<file path="config.mk">
export PLATFORM = sky130hd
export DESIGN_NAME = tinycpu_core
export DESIGN_NICKNAME = d
export VERILOG_FILES = /design/src/rtl/tinycpu_pkg.sv /design/src/rtl/tinycpu_alu.sv /design/src/rtl/tinycpu_datapath.sv /design/src/rtl/tinycpu_ctrl.sv /design/src/rtl/tinycpu_core.sv
export SDC_FILE = /design/constraint.sdc
export NUM_CORES = 1
export LEC_CHECK = 0
export CORE_MARGIN = 4
export CORE_UTILIZATION = 30
export DETAILED_ROUTE_END_ITERATION = 10
export DONT_BUFFER_PORTS = 1
export RECOVER_POWER = 25
export REMOVE_ABC_BUFFERS = 1
export SYNTH_ARGS = -nofsm -noshare
export SYNTH_HDL_FRONTEND = slang
export SYNTH_SLANG_ARGS = --single-unit
</file>
<file path="constraint.sdc">
create_clock -name clk -period 12.33 [get_ports clk]
set_input_delay 0.6165 -clock clk [delete_from_list [all_inputs] [get_ports clk]]
set_output_delay 0.6165 -clock clk [all_outputs]
set_load 0.005 [all_outputs]
</file>
<file path="src/rtl/tinycpu_pkg.sv">
package tinycpu_pkg;

  typedef enum logic [3:0] {
    S_RESET  = 4'd0,
    S_FETCH  = 4'd1,
    S_DECODE = 4'd2,
    S_LDDIR  = 4'd3,
    S_STDIR  = 4'd4,
    S_STIND  = 4'd5,
    S_LDIMM  = 4'd6,
    S_ADD    = 4'd7,
    S_SUB    = 4'd8,
    S_JZ     = 4'd9,
    S_NOP    = 4'd10
  } state_e;

  typedef enum logic [1:0] {
    ADDR_PC  = 2'd0,
    ADDR_DIR = 2'd1,
    ADDR_REG = 2'd2
  } addrSel_e;

  typedef enum logic [1:0] {
    WR_ALU = 2'd0,
    WR_IMM = 2'd1,
    WR_MEM = 2'd2
  } wrSel_e;

  typedef enum logic [1:0] {
    ALU_ADD  = 2'b00,
    ALU_SUB  = 2'b01,
    ALU_PASS = 2'b10
  } aluOp_e;

  localparam logic [3:0] OP_LDDIR = 4'h0;
  localparam logic [3:0] OP_STDIR = 4'h1;
  localparam logic [3:0] OP_STIND = 4'h2;
  localparam logic [3:0] OP_LDIMM = 4'h3;
  localparam logic [3:0] OP_ADD   = 4'h4;
  localparam logic [3:0] OP_SUB   = 4'h5;
  localparam logic [3:0] OP_JZ    = 4'h6;

  typedef struct packed {
    logic     irLd;
    logic     pcInc;
    logic     pcLd;
    logic     pcClr;
    addrSel_e addrSel;
    logic     rfWr;
    wrSel_e   wrSel;
    aluOp_e   aluOp;
    logic     stFromRm;
    logic     memRd;
    logic     memWr;
  } ctrl_t;

endpackage

</file>
<file path="src/rtl/tinycpu_alu.sv">
module tinycpu_alu
  import tinycpu_pkg::*;
#(
  parameter int DATA_W = 16
) (
  input  logic [DATA_W-1:0] opA,
  input  logic [DATA_W-1:0] opB,
  input  aluOp_e            aluOp,
  output logic [DATA_W-1:0] result,
  output logic              zero
);

  always_comb begin
    case (aluOp)
      ALU_ADD: result = opA + opB;
      ALU_SUB: result = opA - opB;
      default: result = opA;
    endcase
  end

  assign zero = (result == '0);

endmodule

</file>
<file path="src/rtl/tinycpu_datapath.sv">
module tinycpu_datapath
  import tinycpu_pkg::*;
#(
  parameter int DATA_W  = 16,
  parameter int ADDR_W  = 16,
  parameter int REG_CNT = 16
) (
  input  logic              clk,
  input  logic              rstN,
  input  ctrl_t             ctrl,
  output logic [3:0]        opcode,
  output logic              zero,
  output logic [ADDR_W-1:0] memAddr,
  output logic [DATA_W-1:0] memWrData,
  input  logic [DATA_W-1:0] memRdData
);

  localparam int OPC_W   = 4;
  localparam int FIELD_W = 8;
  localparam int IDX_W   = $clog2(REG_CNT);
  localparam int RN_MSB  = DATA_W - OPC_W - 1;
  localparam int RM_MSB  = RN_MSB - IDX_W;

  logic [ADDR_W-1:0] pc;
  logic [DATA_W-1:0] ir;
  logic [DATA_W-1:0] rf [REG_CNT];
  logic [IDX_W-1:0]  rn;
  logic [IDX_W-1:0]  rm;
  logic [FIELD_W-1:0] field;
  logic [DATA_W-1:0] rd1;
  logic [DATA_W-1:0] rd2;
  logic [DATA_W-1:0] aluOut;
  logic [DATA_W-1:0] wrData;

  assign opcode = ir[DATA_W-1 -: OPC_W];
  assign rn     = ir[RN_MSB -: IDX_W];
  assign rm     = ir[RM_MSB -: IDX_W];
  assign field  = ir[FIELD_W-1:0];
  assign rd1    = rf[rn];
  assign rd2    = rf[rm];

  tinycpu_alu #(.DATA_W(DATA_W)) alu (
    .opA   (rd1),
    .opB   (rd2),
    .aluOp (ctrl.aluOp),
    .result(aluOut),
    .zero  (zero)
  );

  always_ff @(posedge clk or negedge rstN) begin
    if (!rstN)              pc <= '0;
    else if (ctrl.pcClr)    pc <= '0;
    else if (ctrl.pcLd)     pc <= ADDR_W'(field);
    else if (ctrl.pcInc)    pc <= pc + 1'b1;
  end

  always_ff @(posedge clk or negedge rstN) begin
    if (!rstN)              ir <= '0;
    else if (ctrl.irLd)     ir <= memRdData;
  end

  always_comb begin
    case (ctrl.wrSel)
      WR_ALU:  wrData = aluOut;
      WR_IMM:  wrData = DATA_W'(field);
      default: wrData = memRdData;
    endcase
  end

  for (genvar g = 0; g < REG_CNT; g++) begin : g_reg
    always_ff @(posedge clk or negedge rstN) begin
      if (!rstN)                                   rf[g] <= '0;
      else if (ctrl.rfWr && (rn == IDX_W'(g)))     rf[g] <= wrData;
    end
  end

  always_comb begin
    case (ctrl.addrSel)
      ADDR_DIR: memAddr = ADDR_W'(field);
      ADDR_REG: memAddr = ADDR_W'(rd1);
      default:  memAddr = pc;
    endcase
  end

  assign memWrData = ctrl.stFromRm ? rd2 : rd1;

  AST_PC_STEP: assert property (@(posedge clk) disable iff (!rstN)
    (ctrl.pcInc && !ctrl.pcLd && !ctrl.pcClr) |=> (pc == $past(pc) + 1'b1));
  AST_JZ_TAKEN: assert property (@(posedge clk) disable iff (!rstN)
    ctrl.pcLd |=> (pc == ADDR_W'($past(field))));
  AST_JZ_HOLD: assert property (@(posedge clk) disable iff (!rstN)
    (ctrl.aluOp == ALU_PASS && !ctrl.pcLd && !ctrl.pcInc && !ctrl.pcClr) |=> $stable(pc));
  AST_NO_RF_WRITE_ON_STORE: assert property (@(posedge clk) disable iff (!rstN)
    ctrl.memWr |-> !ctrl.rfWr);

endmodule

</file>
<file path="src/rtl/tinycpu_ctrl.sv">
module tinycpu_ctrl
  import tinycpu_pkg::*;
#(
  parameter int CYC_W = 32
) (
  input  logic             clk,
  input  logic             rstN,
  input  logic [3:0]       opcode,
  input  logic             zero,
  output ctrl_t            ctrl,
  output state_e           stateQ,
  output logic [CYC_W-1:0] cycles
);

  state_e stateD;

  always_ff @(posedge clk or negedge rstN) begin
    if (!rstN) begin
      stateQ <= S_RESET;
      cycles <= '0;
    end else begin
      stateQ <= stateD;
      cycles <= cycles + 1'b1;
    end
  end

  always_comb begin
    case (stateQ)
      S_RESET:  stateD = S_FETCH;
      S_FETCH:  stateD = S_DECODE;
      S_DECODE: begin
        case (opcode)
          OP_LDDIR: stateD = S_LDDIR;
          OP_STDIR: stateD = S_STDIR;
          OP_STIND: stateD = S_STIND;
          OP_LDIMM: stateD = S_LDIMM;
          OP_ADD:   stateD = S_ADD;
          OP_SUB:   stateD = S_SUB;
          OP_JZ:    stateD = S_JZ;
          default:  stateD = S_NOP;
        endcase
      end
      default:  stateD = S_FETCH;
    endcase
  end

  always_comb begin
    ctrl = '0;
    ctrl.addrSel = ADDR_PC;
    ctrl.wrSel   = WR_ALU;
    ctrl.aluOp   = ALU_ADD;
    case (stateQ)
      S_RESET: ctrl.pcClr = 1'b1;
      S_FETCH: begin
        ctrl.memRd = 1'b1;
        ctrl.irLd  = 1'b1;
        ctrl.pcInc = 1'b1;
      end
      S_LDDIR: begin
        ctrl.addrSel = ADDR_DIR;
        ctrl.memRd   = 1'b1;
        ctrl.wrSel   = WR_MEM;
        ctrl.rfWr    = 1'b1;
      end
      S_STDIR: begin
        ctrl.addrSel = ADDR_DIR;
        ctrl.memWr   = 1'b1;
      end
      S_STIND: begin
        ctrl.addrSel  = ADDR_REG;
        ctrl.stFromRm = 1'b1;
        ctrl.memWr    = 1'b1;
      end
      S_LDIMM: begin
        ctrl.wrSel = WR_IMM;
        ctrl.rfWr  = 1'b1;
      end
      S_ADD: begin
        ctrl.aluOp = ALU_ADD;
        ctrl.rfWr  = 1'b1;
      end
      S_SUB: begin
        ctrl.aluOp = ALU_SUB;
        ctrl.rfWr  = 1'b1;
      end
      S_JZ: begin
        ctrl.aluOp = ALU_PASS;
        ctrl.pcLd  = zero;
      end
      default: ;
    endcase
  end

  AST_FETCH_TO_DECODE: assert property (@(posedge clk) disable iff (!rstN)
    (stateQ == S_FETCH) |=> (stateQ == S_DECODE));
  AST_EXEC_TO_FETCH: assert property (@(posedge clk) disable iff (!rstN)
    (stateQ >= S_LDDIR) |=> (stateQ == S_FETCH));
  AST_UNDEF_IS_NOP: assert property (@(posedge clk) disable iff (!rstN)
    (stateQ == S_DECODE && opcode > OP_JZ) |=> (stateQ == S_NOP));
  AST_NOP_QUIET: assert property (@(posedge clk) disable iff (!rstN)
    (stateQ == S_NOP) |-> !(ctrl.rfWr || ctrl.memWr || ctrl.memRd));
  AST_CYCLE_STEP: assert property (@(posedge clk) disable iff (!rstN)
    1'b1 |=> (cycles == $past(cycles) + 1'b1));
  AST_STROBE_EXCL: assert property (@(posedge clk) disable iff (!rstN)
    !(ctrl.memRd && ctrl.memWr));

endmodule

</file>
<file path="src/rtl/tinycpu_core.sv">
module tinycpu_core
  import tinycpu_pkg::*;
#(
  parameter int DATA_W  = 16,
  parameter int ADDR_W  = 16,
  parameter int REG_CNT = 16,
  parameter int CYC_W   = 32
) (
  input  logic              clk,
  input  logic              rstN,
  output logic [ADDR_W-1:0] memAddr,
  input  logic [DATA_W-1:0] memRdData,
  output logic [DATA_W-1:0] memWrData,
  output logic              memRd,
  output logic              memWr,
  output logic [3:0]        dbgState,
  output logic [CYC_W-1:0]  dbgCycles
);

  ctrl_t      ctrl;
  state_e     stateQ;
  logic [3:0] opcode;
  logic       zero;

  tinycpu_ctrl #(.CYC_W(CYC_W)) control (
    .clk    (clk),
    .rstN   (rstN),
    .opcode (opcode),
    .zero   (zero),
    .ctrl   (ctrl),
    .stateQ (stateQ),
    .cycles (dbgCycles)
  );

  tinycpu_datapath #(
    .DATA_W (DATA_W),
    .ADDR_W (ADDR_W),
    .REG_CNT(REG_CNT)
  ) datapath (
    .clk      (clk),
    .rstN     (rstN),
    .ctrl     (ctrl),
    .opcode   (opcode),
    .zero     (zero),
    .memAddr  (memAddr),
    .memWrData(memWrData),
    .memRdData(memRdData)
  );

  assign memRd    = ctrl.memRd;
  assign memWr    = ctrl.memWr;
  assign dbgState = stateQ;

  AST_WRITE_AFTER_DECODE: assert property (@(posedge clk) disable iff (!rstN)
    memWr |-> ($past(dbgState) == 4'd2));
  AST_RESET_QUIET: assert property (@(posedge clk) disable iff (!rstN)
    (dbgState == 4'd0) |-> !(memRd || memWr));

endmodule

</file>
==> results.sh <==
export IMPL_met2_usage_pct=26.79
export IMPL_wl_per_cell_um=22.44
export IMPL_clock_fmax_ghz=0.1483
export IMPL_syn_inst=1645
export IMPL_slowest_delay_ps=800
export IMPL_finalSetupTns_ps=0
export IMPL_maxCapViolCount=0
export IMPL_yosysTopAreaCell="dfrtp_1"
export IMPL_reg2regPathDepth=19
export IMPL_syn_avg_cell_area_um2=10.81
export IMPL_yosysSeqAreaShare_pct=45.60
export IMPL_r2r_slack_ps=5590
export IMPL_fin_skew_ps=22.72
export IMPL_fin_crit_ps=6745
export IMPL_dieHeight_um=251.4
export IMPL_first_pass_iters=7
export IMPL_arrival_ps=7170
export IMPL_final_core_util_pct=34.07
export IMPL_grt_busiest_layer="met2"
export IMPL_fp_dieW_um=251.4
export IMPL_crit_required_ps=12750
export IMPL_hold_start="memRdData[2]"
export IMPL_fp_dieArea_um2=63220
export IMPL_rsz0062_at_grt="false"
export IMPL_synth_area_um2=17780
export IMPL_h_tree_depth=2
export IMPL_ys_ff_latch=324
export IMPL_grt_pass1_wl_mm=82.66
export IMPL_synth_common_cells="324 x dfrtp_1, 245 x nand2_1, 180 x o21ai_0"
export IMPL_yosys_warnings=0
export IMPL_synth_area_leaders="dfrtp_1 46%, mux4_2 17%, nand2_1 5.2%"
export IMPL_grt_pass1_vias=13224
export IMPL_synth_edf_count=0
export IMPL_via_per_inst=5.499
export IMPL_vias=13153
export IMPL_r2r_end="datapath.pc[10]"
export IMPL_hold_depth=1
export IMPL_cts_tree="yes"
export IMPL_holdWs_ps=210.4
export IMPL_yosysUniqueCellTypes=58
export IMPL_grt_max_degree=325
export IMPL_diodes=0
export IMPL_crit_type="flop to flop"
export IMPL_portBuffers=0
export IMPL_grt_antenna_before_repair=1
export IMPL_ys_flop_type="dfrtp_1"
export IMPL_io_pins=88
export IMPL_antenna_left=0
export IMPL_nNetsFinal=1640
export IMPL_finish_instance_area_um2=19810
export IMPL_max_slew_margin_pct=8.438
export IMPL_postSynth_asyncResetShare_pct=100.0
export IMPL_cts_sinks=324
export IMPL_cts_resized=0
export IMPL_cts_inserted_buffers=38
export IMPL_hpwl_mm=35.66
export IMPL_core_area_um2=58140
export IMPL_final_hold_viol_count=0
export IMPL_status="finished, final reports clean"
export IMPL_finalMaxSlewViolations=0
export IMPL_use_met3_pct=5.680
export IMPL_fin_crit_sh_pct=54.70
export IMPL_global_route_usage_met1_pct=22.29
export IMPL_drc=0
export IMPL_min_to="datapath.ir[2]"
export IMPL_areaGrowthSynthToFinish_pct=11.41
export IMPL_crit_slowest_cell="buf_4"
export IMPL_layout_drive_gt1_share_pct=18.62
export IMPL_critPathCaptureType="flop"
export IMPL_path_cells="buf_4 > mux4_2 > a22o_1 > a221oi_1 > nor3b_1 > nor2b_1 > a21oi_1 > xor2_1 > ha_1 > nand3_1 > nor2_1 > a2111oi_0 > o31ai_1 > xor2_1 > mux2i_1 > nand4_1 > or4b_1 > nand2_1 > nor2_1"
export IMPL_dpl_cell_area_um2=18520
export IMPL_yosysMostFrequentCell="dfrtp_1"
export IMPL_routabilityCongestion=0.8417
export IMPL_worst_pin_slew_ps=1364
export IMPL_start_util_pct=30.58
export IMPL_crit_path_start_kind="flop"
export IMPL_row_count=88
export IMPL_clk_pin_slew_worst_paths_ps=60
export IMPL_synth_top_area_share_pct=45.60
export IMPL_root_buffer="clkbuf_16"
export IMPL_clk_latency_ps=550
export IMPL_hold_path_class="primary input to flop"
export IMPL_setup_viol=0
export IMPL_clockBufferDepth=3
export IMPL_grt_overflow=0
export IMPL_track_usage_pct=16.82
export IMPL_path_max_fanout=58
export IMPL_wirelength_mm=53.68
export IMPL_r2r_start="datapath.ir[5]"
export IMPL_drt_initial_drc_count=1285
[cell usage in the layout (no fill, tap or decap), drive strengths merged, types with 40 or more instances in the layout]
cell type,instances
mux2,50
buf,40
clkbuf,58
a21oi,112
dfrtp,324
nand2,245
nor2,147
o21ai,184
mux4,136
xnor2,41
[layout make-up]
cell class                 instances  area [um2]
sequential                       324        8118
fill                            5833       38330
clock buffer                      57        1114
multi-input combinational       1177        9096
inverter                          18       67.56
timing repair buffer              42       354.1
tap                              765       957.2
clock inverter                     9       102.6
[how the worst max path moves through the flow]
stage,start,to,cells past startpoint
after CTS,datapath.ir[4],datapath.pc[13],19
after global placement,datapath.ir[4],datapath.pc[13],19
final,datapath.ir[5],datapath.pc[10],19
after global routing,datapath.ir[4],datapath.pc[13],19
after detailed placement,datapath.ir[4],datapath.pc[13],19
after floorplan,datapath.ir[4],datapath.pc[10],20
[metal layers]
layer  vias to the layer above  part of all wire [%]
met1                      6613                    40
li1                       5854                     -
met2                       578                    46
met4                         2                   2.8
met5                         -                 0.024
met3                       106                    11
[state kept, by name (all words and copies together), names as in the netlist]
name	cells
datapath.ir	16
datapath.pc	16
control.stateQ	4
datapath.rf	256
control.cycles	32
[cells by family after synthesis]
logic type | synth area share [%]
compound gates | 12.27
xor+xnor | 3.575
fa+ha+maj | 1.520
buf+inv | 3.448
flops | 45.60
mux | 21.63
simple gates | 11.96
[worst max-delay path: cells and delay by family, from the launching register on]
| kind | cells | cell delay [ps] |
|---|---|---|
| AND/OR/NAND/NOR | 8 | 2210 |
| AO/OA/AOI/OAI | 5 | 1710 |
| buffers and inverters | 1 | 800 |
| multiplexers | 2 | 620 |
| flip-flops | 1 | 500 |
| adder cells (fa/ha/maj) | 1 | 380 |
| XOR/XNOR | 2 | 340 |
[stage by stage]
stage                     setup WS, ps  std cells
after floorplan                   4761       1519
after global placement            5721       2322
after detailed placement          5559       2322
after CTS                         5567       2389
after global routing              4963       2392
final                             5585       2392
[what timing repair did]
item,in CTS,in global routing
buffers inserted,0,0
hold endpoints to repair,324,12
hold buffers,1,1
setup endpoints to repair,0,0
Power is not shown: default switching activity piles up to over one toggle a cycle in this logic, so the estimate is an artifact.
